File: src/rtl/gtc_pkg.sv
package gtc_pkg;

  // Where a count step comes from
  typedef enum logic [1:0] {
    SRC_PRESCALED = 2'd0,
    SRC_SYSTEM    = 2'd1,
    SRC_PIN       = 2'd2
  } tick_src_e;

  // Counter/timer select wins over the clock-select bit
  function automatic tick_src_e pick_source(input logic ext_sel, input logic fast_sel);
    if (ext_sel)       return SRC_PIN;
    else if (fast_sel) return SRC_SYSTEM;
    else               return SRC_PRESCALED;
  endfunction

  // The gate is open when the pin level matches the programmed polarity
  function automatic logic gate_is_open(input logic level, input logic pol);
    return ~(level ^ pol);
  endfunction

endpackage

File: src/rtl/gtc_sync.sv
module gtc_sync #(
  parameter int STAGES = 2
) (
  input  logic clk,
  input  logic rst_n,
  input  logic d,
  output logic q
);

  logic [STAGES-1:0] chain;

  for (genvar s = 0; s < STAGES; s++) begin : g_stage
    if (s == 0) begin : g_first
      always_ff @(posedge clk or negedge rst_n) begin
        if (!rst_n) chain[s] <= 1'b0;
        else        chain[s] <= d;
      end
    end else begin : g_next
      always_ff @(posedge clk or negedge rst_n) begin
        if (!rst_n) chain[s] <= 1'b0;
        else        chain[s] <= chain[s-1];
      end
    end
  end

  assign q = chain[STAGES-1];

endmodule

File: src/rtl/gtc_tick_gen.sv
module gtc_tick_gen
  import gtc_pkg::*;
(
  input  logic clk,
  input  logic rst_n,
  input  logic run_en,
  input  logic gate_en,
  input  logic gate_pol,
  input  logic gate_sync,
  input  logic pin_sync,
  input  logic ext_sel,
  input  logic fast_sel,
  input  logic prescale_tick,
  output logic pin_fall,
  output logic run_ok,
  output logic tick
);

  logic      pin_prev;
  logic      src_tick;
  tick_src_e src;

  // Previous synchronised sample: one fall per transition
  always_ff @(posedge clk or negedge rst_n) begin
    if (!rst_n) pin_prev <= 1'b0;
    else        pin_prev <= pin_sync;
  end

  assign pin_fall = pin_prev & ~pin_sync;
  assign run_ok   = run_en & (~gate_en | gate_is_open(gate_sync, gate_pol));
  assign src      = pick_source(ext_sel, fast_sel);

  always_comb begin
    unique case (src)
      SRC_PIN:    src_tick = pin_fall;
      SRC_SYSTEM: src_tick = 1'b1;
      default:    src_tick = prescale_tick;
    endcase
  end

  assign tick = run_ok & src_tick;

endmodule

File: src/rtl/gtc_count_core.sv
module gtc_count_core #(
  parameter int BYTE_W  = 8,
  parameter int SHORT_W = 5
) (
  input  logic              clk,
  input  logic              rst_n,
  input  logic              tick,
  input  logic              wide_mode,
  input  logic              ld_lo,
  input  logic              ld_hi,
  input  logic [BYTE_W-1:0] ld_data,
  output logic [BYTE_W-1:0] cnt_lo,
  output logic [BYTE_W-1:0] cnt_hi,
  output logic              wrap
);

  localparam int PAIR_W = 2 * BYTE_W;

  // Returns {carry_out, next_hi, next_lo}
  function automatic logic [PAIR_W:0] advance(input logic [BYTE_W-1:0] hi,
                                              input logic [BYTE_W-1:0] lo,
                                              input logic              wide);
    logic [BYTE_W:0]     l_sum;
    logic [SHORT_W:0]    s_sum;
    logic [BYTE_W:0]     h_sum;
    logic [BYTE_W-1:0]   lo_out;
    if (wide) begin
      l_sum  = {1'b0, lo} + (BYTE_W+1)'(1);
      h_sum  = {1'b0, hi} + (BYTE_W+1)'(l_sum[BYTE_W]);
      lo_out = l_sum[BYTE_W-1:0];
    end else begin
      s_sum  = {1'b0, lo[SHORT_W-1:0]} + (SHORT_W+1)'(1);
      h_sum  = {1'b0, hi} + (BYTE_W+1)'(s_sum[SHORT_W]);
      lo_out = {lo[BYTE_W-1:SHORT_W], s_sum[SHORT_W-1:0]};
    end
    return {h_sum[BYTE_W], h_sum[BYTE_W-1:0], lo_out};
  endfunction

  logic [BYTE_W-1:0] lo_n, hi_n;
  logic [PAIR_W:0]   step;

  assign step = advance(cnt_hi, cnt_lo, wide_mode);

  // Any load strobe takes the whole cycle; the count step is dropped
  always_comb begin
    lo_n = cnt_lo;
    hi_n = cnt_hi;
    wrap = 1'b0;
    if (ld_lo || ld_hi) begin
      if (ld_lo) lo_n = ld_data;
      if (ld_hi) hi_n = ld_data;
    end else if (tick) begin
      lo_n = step[BYTE_W-1:0];
      hi_n = step[PAIR_W-1:BYTE_W];
      wrap = step[PAIR_W];
    end
  end

  always_ff @(posedge clk or negedge rst_n) begin
    if (!rst_n) begin
      cnt_lo <= '0;
      cnt_hi <= '0;
    end else begin
      cnt_lo <= lo_n;
      cnt_hi <= hi_n;
    end
  end

endmodule

File: src/rtl/gtc_ovf_flag.sv
module gtc_ovf_flag (
  input  logic clk,
  input  logic rst_n,
  input  logic wrap,
  input  logic clr,
  output logic flag
);

  // A rollover in the clear cycle keeps the flag set
  always_ff @(posedge clk or negedge rst_n) begin
    if (!rst_n)    flag <= 1'b0;
    else if (wrap) flag <= 1'b1;
    else if (clr)  flag <= 1'b0;
  end

endmodule

File: src/rtl/gated_tick_counter.sv
module gated_tick_counter #(
  parameter int SYNC_STAGES = 2,
  parameter int BYTE_W      = 8,
  parameter int SHORT_W     = 5
) (
  input  logic              clk,
  input  logic              rst_n,
  input  logic              run_en,
  input  logic              gate_en,
  input  logic              gate_pol,
  input  logic              gate_pin,
  input  logic              ext_sel,
  input  logic              fast_sel,
  input  logic              prescale_tick,
  input  logic              count_pin,
  input  logic              wide_mode,
  input  logic              ld_lo,
  input  logic              ld_hi,
  input  logic [BYTE_W-1:0] ld_data,
  input  logic              ovf_clr,
  output logic [BYTE_W-1:0] cnt_lo,
  output logic [BYTE_W-1:0] cnt_hi,
  output logic              ovf_flag
);

  localparam int N_PINS = 2;

  logic [N_PINS-1:0] raw_pins, sync_pins;
  logic pin_fall, run_ok, tick, wrap;

  assign raw_pins = {gate_pin, count_pin};

  for (genvar p = 0; p < N_PINS; p++) begin : g_pin_sync
    gtc_sync #(.STAGES(SYNC_STAGES)) i_sync (
      .clk   (clk),
      .rst_n (rst_n),
      .d     (raw_pins[p]),
      .q     (sync_pins[p])
    );
  end

  gtc_tick_gen i_tick_gen (
    .clk           (clk),
    .rst_n         (rst_n),
    .run_en        (run_en),
    .gate_en       (gate_en),
    .gate_pol      (gate_pol),
    .gate_sync     (sync_pins[1]),
    .pin_sync      (sync_pins[0]),
    .ext_sel       (ext_sel),
    .fast_sel      (fast_sel),
    .prescale_tick (prescale_tick),
    .pin_fall      (pin_fall),
    .run_ok        (run_ok),
    .tick          (tick)
  );

  gtc_count_core #(.BYTE_W(BYTE_W), .SHORT_W(SHORT_W)) i_core (
    .clk       (clk),
    .rst_n     (rst_n),
    .tick      (tick),
    .wide_mode (wide_mode),
    .ld_lo     (ld_lo),
    .ld_hi     (ld_hi),
    .ld_data   (ld_data),
    .cnt_lo    (cnt_lo),
    .cnt_hi    (cnt_hi),
    .wrap      (wrap)
  );

  gtc_ovf_flag i_flag (
    .clk   (clk),
    .rst_n (rst_n),
    .wrap  (wrap),
    .clr   (ovf_clr),
    .flag  (ovf_flag)
  );

endmodule

File: config.mk
export PLATFORM = sky130hd
export DESIGN_NAME = gated_tick_counter
export DESIGN_NICKNAME = d
export VERILOG_FILES = /design/src/rtl/gtc_pkg.sv /design/src/rtl/gtc_sync.sv /design/src/rtl/gtc_tick_gen.sv /design/src/rtl/gtc_count_core.sv /design/src/rtl/gtc_ovf_flag.sv /design/src/rtl/gated_tick_counter.sv
export SDC_FILE = /design/constraint.sdc
export NUM_CORES = 1
export LEC_CHECK = 0
export BUFFER_PORTS_ARGS = -buffer_cell sky130_fd_sc_hd__buf_2
export CORE_MARGIN = 8
export CORE_UTILIZATION = 45
export DETAILED_ROUTE_END_ITERATION = 7
export GPL_TIMING_DRIVEN = 0
export PLACE_DENSITY = 0.83
export SLEW_MARGIN = 10
export SYNTH_ARGS = -nofsm -noshare
export SYNTH_HDL_FRONTEND = slang
export SYNTH_SLANG_ARGS = --single-unit
File: constraint.sdc
create_clock -name clk -period 1.89 [get_ports clk]
set_input_delay 0.567 -clock clk [delete_from_list [all_inputs] [get_ports clk]]
set_output_delay 0.567 -clock clk [all_outputs]
set_load 0.05 [all_outputs]
==> flow_summary_export.csv, run 1 <==
group,metric,value,unit
routing,drc,0,
global_routing,grt_pass1_wl,6380,um
global_routing,grt_use_total,15.6,%
job,cap_violations,0,
sta,period_needed,2.00,ns
routing,drt-pass1-iter-count,4,
place,placed_cell_area,1610,sq um
place,globalplace.congestion,0.850,
clocking,tritoncts,"done",
worst_setup_path,startpoint_type,"flop",
sta,clock_skew,0.00644,ns
routing,routedWlPerCell,17.0,um
logic_synthesis,syn_area_per_cell,8.99,sq um
sta,fmaxAchievable,501,MHz
logic_synthesis,syn-num-nets,174,
routing,routed_wl,3970,um
global_routing,grt_pass1_vias,1385,
clocking,clk_latency,0.31,ns
place,port_buffers,38,
sta,slew-limit-headroom,64.0,%
logic_synthesis,synth_area_leaders,"dfrtp_1, a31oi_1, nor2_1",
logic_synthesis,synth_cells,149,
routing,vias_per_cell,6.19,
layout,layout_common_cells,"buf_2, dfrtp_1, nor2_1, a31oi_1, buf_4",
floorplan,die_y,70.6,um
sta,setup_viol,4,
worst_setup_path,critPathRequiredTime,2.11,ns
layout,final_cells,233,
layout,multiInputGateArea,806,sq um
power,clockPowerShare,21.4,%
worst_setup_path,reg2regPathDepth,9,
clocking,cts_buffers,3,
routing,drt_first_iter_violations,54,
power,ir_drop,368,uV
routing,vias,1443,
global_routing,grt_start_max_net_pins,23,
clocking,cts-root-buf,"clkbuf_4",
sta,tightestPinTransition,0.536,ns
global_routing,antenna_found_initial,0,
global_routing,grt.overflow.total,0,
place,preCtsSetupSlack,-0.155,ns
sta,fin_ws,-0.105,ns
power,p_sw_share,38.7,%
logic_synthesis,async_reset_ff_share,100,%
hold_path,min_path_type,"in2async",
layout,num_antenna_cells,0,
worst_setup_path,critPathMaxFanout,3,
status,outcome,"complete, but fails checks",
layout,drive_gt1_share,37.5,%
layout,finalInstanceArea,1750,sq um
floorplan,rows,20,
layout,final_core_util,59.2,%
logic_synthesis,ys_types,45,
power,leakagePower,0.769,nW
clocking,cts.htree.levels,1,
logic_synthesis,yosysWarnings,0,
place,hpwl,2930,um
floorplan,dieWidth,70.6,um
logic_synthesis,yosys.area.top_type,"dfrtp_1",
logic_synthesis,ys_ff_latch,22,
clocking,clk_pin_slew,0.13,ns
worst_setup_path,endpoint_kind,"flop",
logic_synthesis,synthFlopType,"dfrtp_1",
power,intPower,765,uW
clocking,cts_max_path_buffers,2,
floorplan,num_io_pins,39,
power,power_switching,483,uW
logic_synthesis,netlist.area_leader.share,41.1,%
place,dp_cells,220,
worst_setup_path,r2r_end,"i_core.cnt_hi[4]",
logic_synthesis,synth_edf_count,0,
layout,nNetsFinal,226,
worst_setup_path,rrSetupSlack,-0.11,ns
floorplan,die_area,4980,sq um
layout,final_common_cell,"buf_2",
status,violations,"negative setup slack",
worst_setup_path,worstSetupPathType,"reg2reg",
power,power_frac_seq,45.4,%
sta,hold_viol,0,
power,p_per_area,713,nW/um^2
layout,syn_to_final_growth,30.5,%
worst_setup_path,r2r_start,"i_core.cnt_lo[0]",
logic_synthesis,synth.yosys.seq_area_share,41.1,%
power,combPwrFrac,33.2,%
sta,tns,-0.246,ns
floorplan,start_util,45.4,%
clocking,clkSinkCount,22,
logic_synthesis,synth_area,1340,sq um
sta,maxSlewViolCount,0,
routing,antenna_left,0,
floorplan,core_area,2950,sq um
sta,fin_crit_sh,106,%
layout,register_area,557,sq um
layout,fill_cells,283,
worst_setup_path,cp.arrival,2.22,ns
sta,rsz0062_at_grt,"true",
## kinds of logic (layout without fill, tap and decap cells)
group	after synthesis	in the layout	synth area share (%)
adders and majority gates	3	3	2.80
DFF	22	22	41.1
xor gates and xnor gates	2	2	1.87
buffers and inverters	13	64	3.83
and+or+nand+nor	63	63	26.1
AOI/OAI and AO/OA	46	46	24.4
## worst max-delay path: stages (launching register included)
cell	delay, ns
dfrtp_2	0.46
ha_4	0.18
nand4_1	0.13
o22ai_2	0.09
ha_2	0.20
ha_4	0.16
buf_4	0.12
and3_4	0.14
a41o_1	0.23
a31o_2	0.21
## state kept, by name, indices dropped and copies added, names as in the netlist
signal and flops:
g_pin_sync.i_sync.chain 2, g_pin_sync.i_sync.q 2, i_core.cnt_hi 8, i_core.cnt_lo 8, i_flag.flag 1, i_tick_gen.pin_prev 1
## final cells by class
type | count | share of cell area, %
Sequential cell | 22 | 31.8
Buffer | 4 | 1.00
Inverter | 9 | 1.93
Timing Repair Buffer | 47 | 14.7
Clock buffer | 4 | 2.07
Multi-Input combinational cell | 114 | 46.1
Tap cell | 33 | 2.36
## power by group through the flow
stage,combinational [mW],sequential (mW),clock [mW]
finish,0.414,0.567,0.267
global route,0.447,0.572,0.292
CTS,0.402,0.563,0.269
detailed placement,0.380,0.575,0
global placement,0.373,0.573,0
floorplan,0.139,0.690,0
## synth_stat cells (2+ instances only)
master    instances
or4_1             5
a21oi_1           3
inv_1             8
a221oi_1          2
a41o_1            2
o21ai_0           7
clkbuf_1          2
nand4_1           7
nor2_1           16
and4_1            2
nor2b_1           3
dfrtp_1          22
nand2b_1          2
buf_2             2
and2_1            2
a21boi_0          2
o21ai_1           2
a31oi_1          10
a31o_2            2
o31ai_1           6
ha_1              3
nand3_1           8
nand2_1           7
and3_1            3
## repair_timing
item / in CTS / in global routing
hold buffers: 0 / 0
buffers inserted: 5 / 4
resized for setup: 2 / 5
endpoints found under the setup margin: 5 / 7
pin swaps: 4 / 5
## worst max path at each step
stage	startpoint	cells past startpoint	to	slack [ns]
6_report	i_core.cnt_lo[0]	9	i_core.cnt_hi[4]	-0.11
3_3_place_gp	i_core.cnt_lo[0]	8	i_core.cnt_hi[2]	-0.14
3_5_place_dp	ext_sel	5	i_core.cnt_lo[7]	-0.15
5_1_grt	i_core.cnt_lo[0]	8	i_core.cnt_hi[2]	-0.19
4_1_cts	i_core.cnt_lo[0]	8	i_core.cnt_hi[3]	-0.08
2_1_floorplan	i_core.cnt_lo[1]	8	i_core.cnt_hi[2]	-0.19
## layer usage
layer  global-route usage [%]  wire length (um)  vias to the layer above
met5                        0                 0                        -
met4                     6.24                95                        0
met3                     3.53               212                       12
met2                     25.8              1930                       51
met1                     19.2              1730                      700
li1                         -                 -                      680
## metrics by stage
stage / power [mW] / hold WS (ns)
after floorplan: 0.829 / 0.271
after global placement: 0.947 / 0.335
after detailed placement: 0.954 / 0.335
after CTS: 1.23 / 0.210
after global routing: 1.31 / 0.233
final: 1.25 / 0.193
Note: power is estimated with default switching activity, not from simulation.
==> run 2, diff against run 1 <==
--- a/config.mk
+++ b/config.mk
@@ -7,10 +7,11 @@
 export LEC_CHECK = 0
 export BUFFER_PORTS_ARGS = -buffer_cell sky130_fd_sc_hd__buf_2
 export CORE_MARGIN = 8
-export CORE_UTILIZATION = 45
+export CORE_UTILIZATION = 40
 export DETAILED_ROUTE_END_ITERATION = 7
 export GPL_TIMING_DRIVEN = 0
-export PLACE_DENSITY = 0.83
+export PLACE_DENSITY = 0.76
+export SETUP_SLACK_MARGIN = 0.15
 export SLEW_MARGIN = 10
 export SYNTH_ARGS = -nofsm -noshare
 export SYNTH_HDL_FRONTEND = slang
==> run 2 against run 1 <==
Net effect: the flow still finishes with violations (negative setup slack); sequential power is essentially flat; maximum frequency grew 0.10%; flip-flop and latch count is the same; global-route usage shrank 0.067 points; clock power grew 4%; via count grew 1.5%; die area grew 9.6%; worst setup slack gained 0.0021 ns; cell count grew 4.7%; clock skew shrank 0.0026 ns; critical endpoint is now i_core.cnt_hi[2].
==> flow_summary_export.csv, run 2 (synthesis gave the netlist of run 1 again) <==
group,metric,value,unit
status,outcome,"complete, but fails checks",
status,violations,"negative setup slack",
worst_setup_path,worst-path-buf-inv,1,
worst_setup_path,startpoint_type,"flop",
sta,rsz0062_at_grt,"true",
clocking,ctsHoldBuffers,0,
layout,layout_common_cells,"buf_2, dfrtp_1, nor2_1, a31oi_1, buf_4",
floorplan,num_io_pins,39,
clocking,clk_latency,0.33,ns
sta,fin_crit_sh,105,%
sta,hold_viol,0,
power,ir_drop,274,uV
clocking,cts_buffers,3,
sta,fmaxAchievable,502,MHz
hold_path,min_path_type,"in2async",
global_routing,grt.overflow.total,0,
global_routing,grt_start_max_net_pins,23,
routing,routedWlPerCell,16.7,um
worst_setup_path,critPathRequiredTime,2.14,ns
sta,whs,0.185,ns
global_routing,grt_use_total,15.6,%
floorplan,die_y,73.9,um
routing,antenna_left,0,
place,placed_cell_area,1620,sq um
routing,drt-pass1-iter-count,4,
layout,reg_top3,"i_core.cnt_hi: 8 flops, i_core.cnt_lo: 8 flops",
global_routing,antenna_found_initial,0,
layout,final_cells,244,
floorplan,core_area,3280,sq um
worst_setup_path,slowest_stage,"or4_1",
clocking,clk_pin_slew,0.13,ns
clocking,tritoncts,"done",
routing,vias_per_cell,6.00,
floorplan,start_util,40.8,%
worst_setup_path,critPathMaxFanout,3,
power,power.total,1.26,mW
worst_setup_path,endpoint_kind,"flop",
layout,syn_to_final_growth,31.1,%
routing,drt_first_iter_violations,134,
job,cap_violations,0,
global_routing,grt_pass1_wl,6670,um
sta,fin_ws,-0.103,ns
worst_setup_path,slowest_delay,0.46,ns
clocking,clkSinkCount,22,
routing,routed_wl,4080,um
worst_setup_path,critical_path.top_delay_family,"simple AND/OR/NAND/NOR gates",
clocking,cts-root-buf,"clkbuf_4",
layout,nNetsFinal,224,
floorplan,rows,21,
floorplan,dieWidth,73.9,um
sta,period_needed,1.99,ns
sta,maxSlewViolCount,0,
layout,final_core_util,53.5,%
place,globalplace.congestion,0.920,
layout,finalInstanceArea,1760,sq um
layout,num_antenna_cells,0,
worst_setup_path,worstSetupPathType,"reg2reg",
worst_setup_path,cp.arrival,2.25,ns
sta,setup_viol,3,
place,dp_cells,233,
power,p_per_area,719,nW/um^2
global_routing,grt_pass1_vias,1426,
worst_setup_path,worstPathCellList,"and3_4 > nand3_4 > o22ai_2 > ha_2 > ha_4 > inv_2 > or4_1 > a31oi_1",
layout,final_common_cell,"buf_2",
sta,slew-limit-headroom,61.6,%
power,leakagePower,0.756,nW
place,port_buffers,38,
clocking,cts_max_path_buffers,2,
sta,clock_skew,0.00381,ns
routing,drc,0,
routing,vias,1465,
floorplan,die_area,5460,sq um
layout,fill_cells,303,
clocking,cts.htree.levels,1,
place,hpwl,2940,um
layout,drive_gt1_share,37.9,%
sta,tightestPinTransition,0.572,ns
==> run 2: metrics by stage <==
step / setup slack (ns) / TNS [ns]
floorplan: -0.186 / -0.571
global placement: -0.145 / -0.425
detailed placement: -0.153 / -0.615
CTS: -0.0988 / -0.160
global route: -0.190 / -0.545
finish: -0.103 / -0.177
==> run 2: worst paths after layout <==
kind,end,cells past startpoint,slack (ns),start
setup / recovery,i_core.cnt_hi[2],8,-0.10,i_core.cnt_lo[0]
hold / removal,i_core.cnt_lo[5],1,0.19,rst_n
setup reg to reg,i_core.cnt_hi[2],8,-0.10,i_core.cnt_lo[0]
hold reg to reg,g_pin_sync[1].i_sync.q,0,0.37,g_pin_sync[1].i_sync.chain[0]
max in group asynchronous,i_core.cnt_lo[3],1,1.34,rst_n
min in group clk,g_pin_sync[1].i_sync.chain[0],1,0.33,gate_pin
==> run 2: power by group <==
part           internal [mW]  switching (mW)  total (mW)
Clock                  0.118           0.161       0.279
Sequential             0.513          0.0552       0.568
Combinational          0.133           0.282       0.415
Total                  0.764           0.498        1.26
==> run 2: what timing repair did <==
item	CTS	global route
resized for setup	6	5
setup endpoints to repair	8	10
pin swaps	10	2
setup buffers	5	2
gates cloned	0	0
==> run 2: worst reg2reg max path, cell delays in order, from the launching register on <==
cell and delay (ns):
dfrtp_2 0.43, and3_4 0.22, nand3_4 0.08, o22ai_2 0.15, ha_2 0.23, ha_4 0.15
inv_2 0.05, or4_1 0.46, a31oi_1 0.14
==> run 2: layout make-up <==
type,instances,area (sq um),area share [%]
clock buffer,4,36.3,2.07
buffer,4,17.5,0.997
timing repair buffer,45,245,14.0
sequential,22,557,31.7
inverter,9,33.8,1.92
multi-input combinational,114,810,46.1
tap,46,57.6,3.28
==> run 2: per-layer routing <==
layer / GRT usage, % / up-vias / share of wire (%) / wire (um)
met2: 24.5 / 73 / 48 / 1960
met1: 19.2 / 705 / 41 / 1680
li1: - / 680 / - / -
met3: 3.27 / 7 / 9.2 / 375
met5: 0 / - / 0 / 0
met4: 8.20 / 0 / 1.5 / 62
==> run 3, diff against run 2 <==
--- a/config.mk
+++ b/config.mk
@@ -6,7 +6,6 @@
 export NUM_CORES = 1
 export LEC_CHECK = 0
 export BUFFER_PORTS_ARGS = -buffer_cell sky130_fd_sc_hd__buf_2
-export CORE_MARGIN = 8
 export CORE_UTILIZATION = 40
 export DETAILED_ROUTE_END_ITERATION = 7
 export GPL_TIMING_DRIVEN = 0
==> run 3 against run 2 <==
Net effect: the flow still finishes with violations (negative setup slack); first-iteration DRC count fell by 37%; clock skew is 0.0026 ns higher; cell count increased by 2.0%; sequential share of layout area fell by 1.8 points; worst setup slack got worse by 0.0050 ns; critical path depth did not move; sequential power about the same; core utilization is 6.1 points higher; final area is 6.1% higher; maximum frequency shrank 0.25%; power is 2.4% higher; largest cell class unchanged; highest routed layer unchanged.
==> flow_summary_export.csv, run 3 (synthesis gave the netlist of run 1 again) <==
group,metric,value,unit
global_routing,grt_pass1_vias,1464,
worst_setup_path,rrSetupSlack,-0.11,ns
power,p_per_area,694,nW/um^2
place,hpwl,2860,um
routing,vias,1487,
clocking,cts.htree.levels,1,
routing,vias_per_cell,5.97,
job,cap_violations,0,
power,ir_drop,281,uV
sta,hold_viol,0,
sta,fmaxAchievable,500,MHz
floorplan,die_y,59.9,um
routing,drt-pass1-iter-count,4,
worst_setup_path,endpoint_kind,"flop",
sta,fin_ws,-0.108,ns
floorplan,dieWidth,59.9,um
hold_path,min_path_type,"in2async",
place,dp_cells,231,
routing,routed_wl,4240,um
clocking,clk_pin_slew,0.14,ns
layout,final_common_cell,"buf_2",
place,port_buffers,38,
place,preCtsSetupSlack,-0.184,ns
sta,maxSlewViolCount,0,
global_routing,met3_usage,3.90,%
status,outcome,"complete, but fails checks",
layout,num_antenna_cells,0,
place,globalplace.congestion,0.894,
layout,drive_gt1_share,42.4,%
sta,setup_viol,3,
sta,fin_crit_sh,106,%
global_routing,grt_pass1_wl,6480,um
sta,period_needed,2.00,ns
clocking,cts_buffers,3,
floorplan,rows,20,
power,leakagePower,0.805,nW
sta,clock_skew,0.00640,ns
global_routing,antenna_found_initial,0,
routing,drt_first_iter_violations,84,
clocking,cts-root-buf,"clkbuf_4",
sta,slew-limit-headroom,58.0,%
floorplan,num_io_pins,39,
status,violations,"negative setup slack",
worst_setup_path,critPathMaxFanout,3,
sta,tightestPinTransition,0.626,ns
global_routing,grt_start_max_net_pins,23,
sta,rsz0062_at_grt,"true",
floorplan,core_area,3130,sq um
layout,final_cells,249,
global_routing,gr-usage-met1,29.0,%
clocking,tritoncts,"done",
worst_setup_path,cp.arrival,2.25,ns
layout,layout_common_cells,"buf_2, dfrtp_1, nor2_1, a31oi_1, buf_4",
layout,reg_top3,"i_core.cnt_hi: 8 flops, i_core.cnt_lo: 8 flops",
worst_setup_path,worstSetupPathType,"reg2reg",
clocking,clk_latency,0.32,ns
clocking,clkSinkCount,22,
routing,antenna_left,0,
global_routing,grt.overflow.total,0,
routing,routedWlPerCell,17.0,um
power,power.total,1.29,mW
floorplan,die_area,3590,sq um
routing,drc,0,
worst_setup_path,startpoint_type,"flop",
layout,nNetsFinal,231,
global_routing,use_met2,40.6,%
worst_setup_path,critPathRequiredTime,2.14,ns
floorplan,start_util,42.8,%
layout,syn_to_final_growth,39.0,%
clocking,cts_max_path_buffers,2,
global_routing,grt_use_total,24.4,%
global_routing,busiest_layer,"met2",
layout,final_core_util,59.6,%
[run 3: cell types whose count changed in the layout (fill, tap and decap cells not counted), sizes merged]
cell  change
buf       +7
[run 3: where the power goes]
group	internal (mW)	switching (mW)
clock network	0.118	0.160
logic	0.151	0.294
registers	0.513	0.0566
[run 3: what timing repair did]
| item | in CTS | in global routing |
|---|---|---|
| resized for setup | 5 | 17 |
| setup buffers | 11 | 3 |
| hold endpoints to repair | 0 | 0 |
| setup endpoints to repair | 10 | 13 |
| pin swaps | 6 | 7 |
| hold buffers | 0 | 0 |
[run 3: path summary, 6_finish.rpt]
check	from	to	depth (start not counted)
max	i_core.cnt_lo[1]	i_core.cnt_hi[2]	8
min	rst_n	i_core.cnt_lo[5]	1
max reg2reg	i_core.cnt_lo[1]	i_core.cnt_hi[2]	8
min reg2reg	g_pin_sync[0].i_sync.chain[0]	g_pin_sync[0].i_sync.q	0
max in group asynchronous	rst_n	i_core.cnt_lo[1]	1
min in group clk	count_pin	g_pin_sync[0].i_sync.chain[0]	1
[run 3: final cells by class]
cell class / count / area [sq um]
Clock buffer: 4 / 36.3
Sequential cell: 22 / 557
Multi-Input combinational cell: 114 / 847
Fill cell: 267 / 1260
Timing Repair Buffer: 52 / 314
Tap cell: 44 / 55.1
Inverter: 9 / 36.3
Buffer: 4 / 17.5
[run 3: stage by stage]
step	TNS (ns)	hold slack, ns	instance area [sq um]
2_1_floorplan	-0.571	0.271	1370
4_1_cts	-0.182	0.212	1760
3_3_place_gp	-0.442	0.332	1620
6_report	-0.194	0.189	1860
5_1_grt	-0.589	0.227	1860
3_5_place_dp	-0.854	0.350	1620
[run 3: metal layers]
layer | part of all wire [%] | vias up | wire, um
met5 | 0 | - | 0
met4 | 1.9 | 0 | 82
met3 | 7.6 | 12 | 320
met2 | 50 | 87 | 2130
met1 | 40 | 702 | 1700
li1 | - | 686 | -
[run 3: worst max-delay path: stages (launching register included)]
cell     delay [ns]
dfrtp_2        0.42
and3_4         0.21
nand3_4        0.08
o22ai_2        0.18
ha_2           0.23
ha_4           0.14
inv_2          0.05
or4_1          0.46
a31oi_1        0.14
